## src/rtl/bsyncTxPkg.sv

```systemverilog
package bsyncTxPkg;

  // Byte source selected by the sequencer for the current pull
  typedef enum logic [2:0] {
    SEL_SYNC,
    SEL_DLE,
    SEL_DATA,
    SEL_CRCLO,
    SEL_CRCHI,
    SEL_LRC
  } byteSelE;

  // Strobes from control to datapath
  typedef struct packed {
    byteSelE sel;
    logic    accClr;
    logic    accEn;
  } dpCtlT;

  typedef enum logic [2:0] {
    ST_FILL,
    ST_SYNC2,
    ST_DATA,
    ST_STUFF,
    ST_CHK0,
    ST_CHK1
  } txStateE;

endpackage

```

## src/rtl/bsyncTxDatapath.sv

```systemverilog
module bsyncTxDatapath
  import bsyncTxPkg::*;
#(
  parameter int          DATA_W   = 8,
  parameter int          CRC_W    = 16,
  parameter logic [15:0] CRC_POLY = 16'hA001
) (
  input  logic              clk,
  input  logic              rstN,
  input  dpCtlT             ctl,
  input  logic [DATA_W-1:0] inData,
  input  logic [DATA_W-1:0] cfgSync,
  input  logic [DATA_W-1:0] cfgDle,
  output logic [DATA_W-1:0] outData,
  output logic              dataIsDle
);

  localparam int HI_LSB = CRC_W - DATA_W;

  logic [CRC_W-1:0]  crcQ, crcBase, crcStep;
  logic [DATA_W-1:0] lrcQ, lrcBase;

  assign dataIsDle = (inData == cfgDle);

  assign crcBase = ctl.accClr ? '0 : crcQ;
  assign lrcBase = ctl.accClr ? '0 : lrcQ;

  // Reflected CRC, one input bit per step, least significant first
  always_comb begin
    crcStep = crcBase;
    for (int i = 0; i < DATA_W; i++) begin
      if (crcStep[0] ^ inData[i]) crcStep = (crcStep >> 1) ^ CRC_POLY[CRC_W-1:0];
      else                        crcStep = crcStep >> 1;
    end
  end

  always_ff @(posedge clk) begin
    if (!rstN) begin
      crcQ <= '0;
      lrcQ <= '0;
    end else begin
      crcQ <= ctl.accEn ? crcStep : crcBase;
      lrcQ <= ctl.accEn ? (lrcBase ^ inData) : lrcBase;
    end
  end

  always_comb begin
    case (ctl.sel)
      SEL_DLE:   outData = cfgDle;
      SEL_DATA:  outData = inData;
      SEL_CRCLO: outData = crcQ[DATA_W-1:0];
      SEL_CRCHI: outData = crcQ[HI_LSB +: DATA_W];
      SEL_LRC:   outData = lrcQ;
      default:   outData = cfgSync;
    endcase
  end

endmodule

```

## src/rtl/bsyncTxControl.sv

```systemverilog
module bsyncTxControl
  import bsyncTxPkg::*;
(
  input  logic  clk,
  input  logic  rstN,
  input  logic  outReady,
  input  logic  inValid,
  input  logic  inStart,
  input  logic  inEnd,
  input  logic  inFlagRst,
  input  logic  inFlagLead,
  input  logic  inFlagTransp,
  input  logic  inFlagIncl,
  input  logic  inFlagLast,
  input  logic  cfgUseLrc,
  input  logic  ctsOk,
  input  logic  dataIsDle,
  output dpCtlT ctl,
  output logic  inReady,
  output logic  stValid,
  output logic  stUnderrun,
  output logic  stCtsLost
);

  txStateE st, stNext;
  logic fTransp, fIncl, fLast;
  logic modeTransp, pend, midUnder, inBuf, ctsLost, stuffEnd;
  logic startSlot, startAvail, fin, byteTransp, byteIncl, byteLast, useCrc;

  assign startAvail = inValid && inStart;
  assign startSlot  = outReady && (st == ST_FILL) && startAvail;
  // Flags come straight from the inputs in the slot that opens a buffer
  assign byteTransp = startSlot ? inFlagTransp : fTransp;
  assign byteIncl   = startSlot ? inFlagIncl   : fIncl;
  assign byteLast   = startSlot ? inFlagLast   : fLast;
  assign useCrc     = !cfgUseLrc || fTransp;

  always_comb begin
    ctl     = '{sel: SEL_SYNC, accClr: 1'b0, accEn: 1'b0};
    inReady = 1'b0;
    stValid = 1'b0;
    fin     = 1'b0;
    stNext  = st;
    if (outReady) begin
      case (st)
        ST_FILL, ST_DATA: begin
          if (st == ST_FILL) stValid = pend;
          if (st == ST_FILL && !startAvail) begin
            ctl.sel = modeTransp ? SEL_DLE : SEL_SYNC;
            stNext  = modeTransp ? ST_SYNC2 : ST_FILL;
          end else if (st == ST_FILL && inFlagLead) begin
            ctl.accClr = inFlagRst;
            ctl.sel    = SEL_DLE;
            stNext     = ST_DATA;
          end else if (inValid) begin
            ctl.accClr = startSlot && inFlagRst;
            ctl.sel    = SEL_DATA;
            ctl.accEn  = byteIncl;
            inReady    = 1'b1;
            if (byteTransp && dataIsDle) stNext = ST_STUFF;
            else if (inEnd && byteLast)  stNext = ST_CHK0;
            else if (inEnd) begin
              fin    = 1'b1;
              stNext = ST_FILL;
            end else stNext = ST_DATA;
          end else begin
            ctl.sel = SEL_SYNC;
          end
        end
        ST_STUFF: begin
          ctl.sel = SEL_DLE;
          if (stuffEnd && fLast) stNext = ST_CHK0;
          else if (stuffEnd) begin
            fin    = 1'b1;
            stNext = ST_FILL;
          end else stNext = ST_DATA;
        end
        ST_CHK0: begin
          if (useCrc) begin
            ctl.sel = SEL_CRCLO;
            stNext  = ST_CHK1;
          end else begin
            ctl.sel = SEL_LRC;
            fin     = 1'b1;
            stNext  = ST_FILL;
          end
        end
        ST_CHK1: begin
          ctl.sel = SEL_CRCHI;
          fin     = 1'b1;
          stNext  = ST_FILL;
        end
        default: begin
          ctl.sel = SEL_SYNC;
          stNext  = ST_FILL;
        end
      endcase
    end
  end

  assign stUnderrun = stValid && (midUnder || (!fLast && !startAvail));
  assign stCtsLost  = stValid && ctsLost;

  always_ff @(posedge clk) begin
    if (!rstN) begin
      st         <= ST_FILL;
      fTransp    <= 1'b0;
      fIncl      <= 1'b0;
      fLast      <= 1'b0;
      modeTransp <= 1'b0;
      pend       <= 1'b0;
      midUnder   <= 1'b0;
      inBuf      <= 1'b0;
      ctsLost    <= 1'b0;
      stuffEnd   <= 1'b0;
    end else begin
      st <= stNext;
      if (inReady) stuffEnd <= inEnd;
      if (startSlot) begin
        fTransp  <= inFlagTransp;
        fIncl    <= inFlagIncl;
        fLast    <= inFlagLast;
        midUnder <= 1'b0;
        ctsLost  <= !ctsOk;
      end else begin
        if (outReady && st == ST_DATA && !inValid) midUnder <= 1'b1;
        if (inBuf && !ctsOk) ctsLost <= 1'b1;
      end
      if (fin) begin
        inBuf      <= 1'b0;
        pend       <= 1'b1;
        modeTransp <= byteLast ? 1'b0 : byteTransp;
      end else begin
        if (startSlot) inBuf <= 1'b1;
        if (stValid)   pend  <= 1'b0;
      end
    end
  end

endmodule

```

## src/rtl/bsyncTxFramer.sv

```systemverilog
module bsyncTxFramer
  import bsyncTxPkg::*;
#(
  parameter int          DATA_W   = 8,
  parameter int          CRC_W    = 16,
  parameter logic [15:0] CRC_POLY = 16'hA001
) (
  input  logic              clk,
  input  logic              rstN,
  input  logic [DATA_W-1:0] cfgSync,
  input  logic [DATA_W-1:0] cfgDle,
  input  logic              cfgUseLrc,
  input  logic              ctsOk,
  input  logic              inValid,
  output logic              inReady,
  input  logic [DATA_W-1:0] inData,
  input  logic              inStart,
  input  logic              inEnd,
  input  logic              inFlagRst,
  input  logic              inFlagLead,
  input  logic              inFlagTransp,
  input  logic              inFlagIncl,
  input  logic              inFlagLast,
  input  logic              outReady,
  output logic [DATA_W-1:0] outData,
  output logic              stValid,
  output logic              stUnderrun,
  output logic              stCtsLost
);

  dpCtlT ctl;
  logic  dataIsDle;

  bsyncTxControl ctrl_i (
    .clk         (clk),
    .rstN        (rstN),
    .outReady    (outReady),
    .inValid     (inValid),
    .inStart     (inStart),
    .inEnd       (inEnd),
    .inFlagRst   (inFlagRst),
    .inFlagLead  (inFlagLead),
    .inFlagTransp(inFlagTransp),
    .inFlagIncl  (inFlagIncl),
    .inFlagLast  (inFlagLast),
    .cfgUseLrc   (cfgUseLrc),
    .ctsOk       (ctsOk),
    .dataIsDle   (dataIsDle),
    .ctl         (ctl),
    .inReady     (inReady),
    .stValid     (stValid),
    .stUnderrun  (stUnderrun),
    .stCtsLost   (stCtsLost)
  );

  bsyncTxDatapath #(
    .DATA_W  (DATA_W),
    .CRC_W   (CRC_W),
    .CRC_POLY(CRC_POLY)
  ) dp_i (
    .clk      (clk),
    .rstN     (rstN),
    .ctl      (ctl),
    .inData   (inData),
    .cfgSync  (cfgSync),
    .cfgDle   (cfgDle),
    .outData  (outData),
    .dataIsDle(dataIsDle)
  );

endmodule

```

## config.mk

```make
export PLATFORM = sky130hd
export DESIGN_NAME = bsyncTxFramer
export DESIGN_NICKNAME = d
export VERILOG_FILES = /design/src/rtl/bsyncTxPkg.sv /design/src/rtl/bsyncTxDatapath.sv /design/src/rtl/bsyncTxControl.sv /design/src/rtl/bsyncTxFramer.sv
export SDC_FILE = /design/constraint.sdc
export NUM_CORES = 1
export LEC_CHECK = 0
export BUFFER_PORTS_ARGS = -buffer_cell sky130_fd_sc_hd__buf_4
export CORE_MARGIN = 2
export CORE_UTILIZATION = 56
export DETAILED_ROUTE_END_ITERATION = 10
export PLACE_DENSITY = 0.81
export SYNTH_ARGS = -nofsm -noshare
export SYNTH_HDL_FRONTEND = slang
export SYNTH_SLANG_ARGS = --single-unit
```

## constraint.sdc

```tcl
create_clock -name clk -period 2.7 [get_ports clk]
set_input_delay 0.27 -clock clk [delete_from_list [all_inputs] [get_ports clk]]
set_output_delay 0.27 -clock clk [all_outputs]
set_load 0.1 [all_outputs]
```

* Word-level counts from Yosys, hierarchy flattened
Index checks and enable logic that the tools add are counted.
Storage, ports and cells: register bits 36, logic and storage cells 131
Operators by class: bitwise logic cells 18, equality and inequality tests 11, reductions and logical operators 29, mux-type cells 61
Operators by type and width (number):
- $mux W16 | 10
- $pmux W8 S5 | 1
- $mux W1 | 28
- $mux W3 | 9
- $not A2 Y3 | 8
- $mux W8 | 2
- $logic_and A1 B1 Y1 | 15
- $eq A3 B2 Y1 const B | 4
- $eq A3 B3 Y1 const B | 4
- $mux W2 | 6
- $pmux W3 S4 | 1
- $pmux W3 S3 | 1
- $eq A8 B8 Y1 | 1
- $xor A1 B1 Y1 | 8
- $xor A8 B8 Y8 | 1
- $reduce_or A2 Y1 | 3
- $logic_not A1 Y1 | 5
- $mux W5 | 1
- $mux W4 | 1
- $ne A4 B2 Y1 const B | 1
- $pmux W1 S4 | 1
- $reduce_bool A2 Y1 | 2
- $eq A3 B1 Y1 const B | 1
- $logic_not A3 Y1 | 1
- 3 further kinds | 4

* Depth between registers and ports, before layout
Gate-level depths: netlist of the first run.
depth after elaboration 27, depth in mapped cells 9, gate-level depth less buffers 6

* Hierarchy
From an unflattened synthesis of the first run, not the netlist that was laid out.
Unflattened totals: cell total of the unflattened synthesis 378, area, all modules 2855.2 sq um
Modules (own cells, without submodules):
- bsyncTxDatapath | cells each 276, times used 1, sequential area each 480.5 sq um, area each 2028.2 sq um
- bsyncTxControl | cells each 102, times used 1, sequential area each 240.2 sq um, area each 827.0 sq um

* Worst setup path after synthesis of the first run
OpenSTA, ideal clock, no wires.
kind register to output, from register ctrl_i.st[0], to output outData[0], stages on the path, launching flop included 7, path slack -0.485 ns, data required time 2.430 ns, data arrival time 2.915 ns, buffers on the path 2, cells stage by stage dfxtp_1 > buf_2 > nor2_1 > o2111a_1 > clkbuf_1 > a222oi_1 > nand3_1
Between the ends: word-level cells in the longest chain between the ends 8, elaborated cells on any way between the ends 18, classes of those cells 9 x eq/ne; 5 x mux; 4 x reduce/logical
Ends and longest elaborated chain:
- from (decl) | RTL line bsyncTxControl.sv:25 | txStateE st, stNext;
- from (signal assigned) | RTL line bsyncTxControl.sv:117 | st <= stNext;
- $logic_not A3 Y1 | RTL line bsyncTxControl.sv:45, bsyncTxControl.sv:48, bsyncTxControl.sv:51
- $logic_and A1 B1 Y1 | RTL line bsyncTxControl.sv:51 | end else if (st == ST_FILL && inFlagLead) begin
- $mux W4 | RTL line bsyncTxControl.sv:51
- $mux W3 | RTL line bsyncTxControl.sv:48 | if (st == ST_FILL && !startAvail) begin
- $pmux W3 S4 (*) | RTL line bsyncTxControl.sv:45 | case (st)
- $mux W5 (*) | RTL line bsyncTxControl.sv:44 | if (outReady) begin
- $eq A3 B3 Y1 (tied with other cells) | RTL line bsyncTxDatapath.sv:48 | case (ctl.sel)
- $pmux W8 S5 (*) | RTL line bsyncTxDatapath.sv:48
- to (decl) | RTL line bsyncTxFramer.sv:25 | output logic [DATA_W-1:0] outData,
Every way passes the cells marked *; elsewhere a longest branch is shown, timed or not.

* Worst setup path in the final report of the first run
from register ctrl_i.modeTransp, to output outData[0]
Between the ends: word-level cells in the longest chain between the ends 6, elaborated cells on any way between the ends 10, classes of those cells 5 x eq/ne; 5 x mux
Ends and longest elaborated chain:
- from (decl) | RTL line bsyncTxControl.sv:27 | logic modeTransp, pend, midUnder, inBuf, ctsLost, stuffEnd;
- from (signal assigned) | RTL line bsyncTxControl.sv:132 | modeTransp <= byteLast ? 1'b0 : byteTransp;
- $mux W1 (*) | RTL line bsyncTxControl.sv:49 | ctl.sel = modeTransp ? SEL_DLE : SEL_SYNC;
- $mux W3 (*) | RTL line bsyncTxControl.sv:48
- $pmux W3 S4 (*) | RTL line bsyncTxControl.sv:45
- $mux W5 (*) | RTL line bsyncTxControl.sv:44
- $eq A3 B3 Y1 (tied with other cells) | RTL line bsyncTxDatapath.sv:48
- $pmux W8 S5 (*) | RTL line bsyncTxDatapath.sv:48
Marked as above.

==> results of run 1 <==
layout by cell type (no fill, tap or decap), types with 2 or more instances in the layout:
cell type / count
buf_4: 57
xor2_1: 9
nand4_1: 2
and2_1: 3
nor4b_1: 2
o21ai_0: 23
dfxtp_2: 3
a31oi_1: 4
mux2i_1: 2
nor3_1: 5
o21a_1: 3
o221ai_1: 2
inv_1: 4
dfxtp_1: 33
and3_1: 7
a222oi_1: 8
nand3_1: 23
clkbuf_8: 5
a211o_1: 2
nor2_1: 22
xnor3_1: 2
a21oi_1: 26
xnor2_1: 32
nand2_1: 78
nor2b_1: 3
cell type report:
class	count	area, µm²	share of cell area, %
sequential	36	724	24.1
clock buffer	5	68.8	2.29
timing repair buffer	57	428	14.2
multi-input combinational	280	1700	56.7
inverter	4	15.0	0.500
tap	52	65.1	2.17
sequential cells by signal, summed over array words and instances (netlist names):
name               cells
dp_i.crcQ             16
ctrl_i.inBuf           1
ctrl_i.fLast           1
ctrl_i.modeTransp      1
ctrl_i.pend            1
dp_i.lrcQ              8
ctrl_i.ctsLost         1
ctrl_i.stuffEnd        1
ctrl_i.fTransp         1
ctrl_i.st              3
ctrl_i.fIncl           1
ctrl_i.midUnder        1
report_power, final:
group,leakage [nW],total [mW],internal [mW],switching (mW)
registers,0.292,0.546,0.538,0.00846
clock network,0.0359,0.345,0.166,0.178
logic,0.854,0.338,0.119,0.219
worst max-delay path, delay by kind of cell, from the launching register on:
family | cells | cell delay (ps)
AND/OR/NAND/NOR | 2 | 410
flip-flops | 1 | 340
AO/OA/AOI/OAI | 4 | 700
buffers and inverters | 2 | 500
metal layers:
| metal | vias to the layer above | part of all wire, % |
|---|---|---|
| met2 | 166 | 46 |
| met1 | 1182 | 42 |
| met5 | - | 0 |
| met3 | 12 | 9.8 |
| li1 | 1269 | - |
| met4 | 0 | 1.8 |
through the flow:
stage | std cells | util [%] | power (mW) | hold slack, ps | worst slack, ps
after floorplan | 349 | - | 0.790 | 387 | 18.0
after global placement | 429 | 66.8 | 0.889 | 470 | 328
after detailed placement | 429 | 66.8 | 0.891 | 485 | 317
after CTS | 434 | 68.4 | 1.23 | 233 | 67.5
after global routing | 434 | 68.5 | 1.28 | 258 | 79.5
final | 434 | 68.5 | 1.23 | 242 | 190
cell families after synthesis:
kind of cell	Yosys count	synth area share [%]
and+or+nand+nor	154	28.9
muxes	3	1.23
DFF	36	28.2
buffers and inverters	33	5.25
xor gates and xnor gates	44	16.8
AOI/OAI and AO/OA	79	19.6
path summary, 6_finish.rpt:
path / slack, ps / from / cells past startpoint / endpoint
hold / removal: 240 / inEnd / 3 / ctrl_i.stuffEnd
setup reg to reg: 420 / ctrl_i.st[0] / 6 / ctrl_i.modeTransp
setup / recovery: 190 / ctrl_i.modeTransp / 8 / outData[0]
hold reg to reg: 490 / dp_i.crcQ[13] / 2 / dp_i.crcQ[5]
==> impl_metrics.tcl, run 1 <==
set metrics [dict create \
    worstPathArrival_ps 2240 \
    antenna_found_initial 0 \
    clk_latency_ps 280 \
    area_growth_pct 17.8 \
    h-tree-depth 2 \
    yosysMostFrequentCell "nand2_1" \
    coreArea_um2 4380 \
    hold_class "in -> reg" \
    hpwl_mm 5.38 \
    syn_nets 386 \
    drv_slew 0 \
    synth_commonest_cells "nand2_1, dfxtp_1, xnor2_1, a21oi_1" \
    grt_pass1_wl_mm 11.9 \
    crit_top_cell "buf_4" \
    cts_buffers 5 \
    max_freq_mhz 398 \
    drt_iter0_drc 345 \
    syn_inst 349 \
    layout-drive-gt1-share_pct 19.6 \
    finalCriticalPeriod_ps 2510 \
    synthArstFlopShare_pct 0 \
    yosysSeqAreaShare_pct 28.2 \
    placed_area_um2 2930 \
    root_buffer "clkbuf_8" \
    finish.instance_area_um2 3000 \
    port_buffers 48 \
    final_nets 421 \
    clk_pin_slew_ps 70 \
    cts.sinks 36 \
    ys_types 46 \
    met3_usage_pct 5.34 \
    synth_edf_count 0 \
    drt_pre_antenna_iters 8 \
    grt.total_usage_pct 29.5 \
    fin_tns_setup_ps 0 \
    synthTopCellsByArea "dfxtp_1, nand2_1, xnor2_1" \
    overflow 0 \
    crit_path_max_fanout 8 \
    use_met1_pct 39.5 \
    yosysTopAreaCell "dfxtp_1" \
    gp_congestion 1.00 \
    ys_ff_latch 36 \
    io_pins 49 \
    p_leak_nw 1.18 \
    initial_core_util_pct 58.2 \
    cts_tree "yes" \
    diodes 0 \
    drc_errors 0 \
    busiest_layer "met2" \
    critical_path_class "reg -> out" \
    hold_buffers 0 \
    cap_viol_max_count 0 \
    post_cts_resized 1 \
    cp-end-kind "primary output" \
    yosysTopAreaCellShare_pct 28.2 \
    synth_ff_type "dfxtp_1" \
    fin_skew_ps 3.30 \
    synth.avg_cell_area_um2 7.31 \
    placementRows 24 \
    critPathRequiredTime_ps 2430 \
    worst_slew_pin_slew_ps 976 \
    path_cells "a21bo_2, a211oi_2, a21oi_1, nor4b_2, buf_4, a222oi_1, nand3_1, buf_4" \
    powerDensity_nw_per_um2 409 \
    ant_nets 0 \
    run_status "finished, final reports clean" \
    critPathSlowestCell "dfxtp_1" \
    slew_headroom_pct 34.8 \
    fin_crit_sh_pct 92.9 \
    syn_area_um2 2550 \
    via_count 2629 \
    gr-usage-met2_pct 47.0 \
    final_hold_viol_count 0 \
    startpoint_type "flip-flop" \
    dieWidth_um 71.5 \
    cts_buffer_depth 2 \
    fillCellCount 388 \
    postCtsSetupBuffers 0 \
    rsz0062_at_grt "no" \
    drt-total-wl_mm 7.27 \
    cp_slowest_stage_delay_ps 340 \
    grt_max_degree 32 \
    fp.dieArea_um2 5110 \
    wl_per_cell_um 16.7 \
    die_y_um 71.5 \
    via_per_inst 6.06 \
    yosysWarnings 0 \
    vdd_drop_max_mv 0.350 \
    grt_pass1_vias 2439 \
    setup_viol 0 \
]
No activity file was read; power rests on OpenSTA's default activity.
==> inputs of run 2 (changes only) <==
CORE_UTILIZATION = 57   (was 56)
SYNTH_HIERARCHICAL = 1   (was not set)
==> run 2 against run 1 <==
Final cell count grew 15%. Non-clock buffer count up 18. Utilization is 11 points higher. Sequential share of layout area decreased by 4.7 points. Critical endpoint is now outData[3]. Largest cell class unchanged. Largest power group unchanged.
==> impl_metrics.tcl, run 2 <==
set metrics [dict create \
    grt_pass1_wl_mm 12.7 \
    crit_path_max_fanout 6 \
    critical_path_class "reg -> out" \
    synthTopCellsByArea "dfxtp_1, xnor2_1, nor2_1" \
    yosysWarnings 6 \
    ant_nets 0 \
    ys_ff_latch 36 \
    antenna_found_initial 0 \
    p_leak_nw 1.50 \
    worst_slew_pin_slew_ps 510 \
    hold_buffers 0 \
    port_buffers 48 \
    powerDensity_nw_per_um2 393 \
    final_cell_mix "buf_4, nor2_1, xnor2_1, dfxtp_1, a21oi_1" \
    worstPathArrival_ps 2400 \
    yosysTopAreaCellShare_pct 25.2 \
    root_buffer "clkbuf_8" \
    busiest_layer "met2" \
    hold_slack_ps 257 \
    path_buf_inv 2 \
    io_pins 49 \
    coreArea_um2 4790 \
    cts_buffer_depth 2 \
    drt_iter0_drc 291 \
    largest_reg_flops 16 \
    syn_nets 415 \
    clk_pin_slew_ps 80 \
    yosysMostFrequentCell "nor2_1" \
    fp.dieArea_um2 5590 \
    h-tree-depth 2 \
    grt_max_degree 28 \
    diodes 0 \
    slew_headroom_pct 65.5 \
    final_nets 467 \
    area_growth_pct 32.8 \
    critPathTopFamily "compound AO/OA/AOI/OAI gates" \
    r2r-start "ctrl_i/st[1]" \
    critPathSlowestCell "dfxtp_4" \
    cts_buffers 5 \
    gp_congestion 0.923 \
    setup_slack_ps 34.9 \
    ys_types 63 \
    syn_inst 378 \
    layout-drive-gt1-share_pct 30.4 \
    critPathRequiredTime_ps 2430 \
    cts.sinks 36 \
    final_hold_viol_count 0 \
    cp-end-kind "primary output" \
    clk_latency_ps 300 \
    reg2reg_depth 9 \
    via_per_inst 6.10 \
    seq_area_um2 737 \
    drc_errors 0 \
    crit_top_cell "nor2_1" \
    met3_usage_pct 6.29 \
    synth_commonest_cells "nor2_1, dfxtp_1, xnor2_1, a21oi_1, nand2_1" \
    largest_registers "dp_i/crcQ: 16 flops, dp_i/lrcQ: 8 flops, ctrl_i/st: 3 flops" \
    dieWidth_um 74.8 \
    startpoint "ctrl_i/st[2]" \
    place_ws_ps 31.9 \
    timing.rr.end "dp_i/crcQ[0]" \
    synth_ff_type "dfxtp_1" \
    vdd_drop_max_mv 0.330 \
    drt-total-wl_mm 8.46 \
    wl_per_cell_um 17.0 \
    crit_end "outData[3]" \
    r2r_slack_ps 180 \
    overflow 0 \
    top_register "dp_i/crcQ" \
    synthArstFlopShare_pct 0 \
    fin_skew_ps 6.74 \
    path_cells "a31oi_2, a211oi_2, nor2_1, nor2_2, buf_6, nand2b_4, nor2_4, a21oi_2, o22ai_2, nor2_1, o221a_2, buf_12" \
    drv_slew 0 \
    finalCriticalPeriod_ps 2670 \
    hpwl_mm 5.61 \
    fin_crit_sh_pct 98.7 \
    use_met1_pct 37.8 \
    rsz0062_at_grt "yes" \
    cp_slowest_stage_delay_ps 380 \
    cts_tree "yes" \
    initial_core_util_pct 59.7 \
    multiInputGateArea_um2 2080 \
    hold_class "in -> reg" \
    fillCellCount 329 \
    die_y_um 74.8 \
    placementRows 25 \
    synth.avg_cell_area_um2 7.55 \
    cap_viol_max_count 0 \
    drt_pre_antenna_iters 5 \
    yosysSeqAreaShare_pct 25.2 \
    mostFrequentLayoutCell "buf_4" \
    synth_edf_count 0 \
    crit_cells 12 \
    run_status "finished, final reports clean" \
    startpoint_type "flip-flop" \
    via_count 3039 \
    setup_viol 0 \
    gr-usage-met2_pct 50.5 \
    max_freq_mhz 375 \
    finish.utilization_pct 79.2 \
    syn_area_um2 2860 \
    yosysTopAreaCell "dfxtp_1" \
    grt_pass1_vias 2687 \
    grt.total_usage_pct 29.9 \
]
[run 2: changes by cell type in the layout (fill, tap and decap cells not counted), sizes merged, moves of 5 or more]
cell,change
nor2,+23
nor2b,+15
and2,+11
inv,+17
o21ai,-14
o22ai,+5
nand2,-54
a222oi,-8
mux2i,+14
nand3,-19
buf,+15
xor2,-7
[run 2: where the power goes]
group | internal (mW) | total [mW] | leakage, nW | switching (mW)
registers | 0.533 | 0.539 | 0.294 | 0.00569
logic | 0.194 | 0.462 | 1.16 | 0.268
clock network | 0.273 | 0.489 | 0.0541 | 0.216
[run 2: worst min-delay path by stage]
stage                         startpoint         endpoint  slack [ps]  depth (start not counted)
final                         inFlagIncl     ctrl_i/fIncl         260                          3
after global routing        inFlagTransp   ctrl_i/fTransp         270                          3
after CTS                     inFlagIncl     ctrl_i/fIncl         260                          3
after detailed placement     ctrl_i/pend      ctrl_i/pend         480                          2
after global placement    ctrl_i/ctsLost   ctrl_i/ctsLost         460                          2
after floorplan                    inEnd  ctrl_i/stuffEnd         420                          2
[run 2: cell type report]
cell class,instances,share of cell area [%]
Multi-Input combinational cell,289,54.9
Sequential cell,36,19.4
Tap cell,67,2.21
Clock inverter,3,1.12
Inverter,23,2.31
Clock buffer,5,1.81
Timing Repair Buffer,75,18.2
[run 2: kinds of logic (layout without fill, tap and decap cells)]
logic type | Yosys count | count (layout) | share of synthesized area [%]
and+or+nand+nor | 140 | 140 | 25.8
buffers and inverters | 53 | 106 | 7.45
AOI/OAI and AO/OA | 94 | 94 | 23.4
xor gates and xnor gates | 38 | 38 | 12.1
DFF | 36 | 36 | 25.2
muxes | 17 | 17 | 6.00
[run 2: layer usage]
metal / up-vias / wire [µm]
met5: - / 0
met4: 0 / 168
met3: 22 / 610
met2: 147 / 4120
met1: 1441 / 3560
li1: 1429 / -
[run 2: worst register-to-register path, stage by stage, from the launching register on]
cell      delay (ps)
dfxtp_4          370
nand4b_2         230
nor3_2           190
and2_1           280
inv_1            150
and3_1           200
o211a_1          230
or4_4            530
and2_4           170
o221ai_2         110
[run 2: what timing repair did]
item | 4_1_cts | 5_1_grt
setup endpoints to repair | 8 | 8
resized for setup | 26 | 33
hold endpoints to repair | 0 | 0
setup buffers | 1 | 6
gates cloned | 0 | 2
pin swaps | 0 | 11
[run 2: metrics by stage]
stage                     setup TNS (ps)  area [µm²]  power (mW)  std cells
after global placement                 0        3380       0.951        481
after CTS                          -1.23        3600        1.46        490
after global routing                -116        3790        1.54        498
after floorplan                     -286        2900       0.843        378
final                                  0        3790        1.49        498
after detailed placement               0        3380       0.956        481
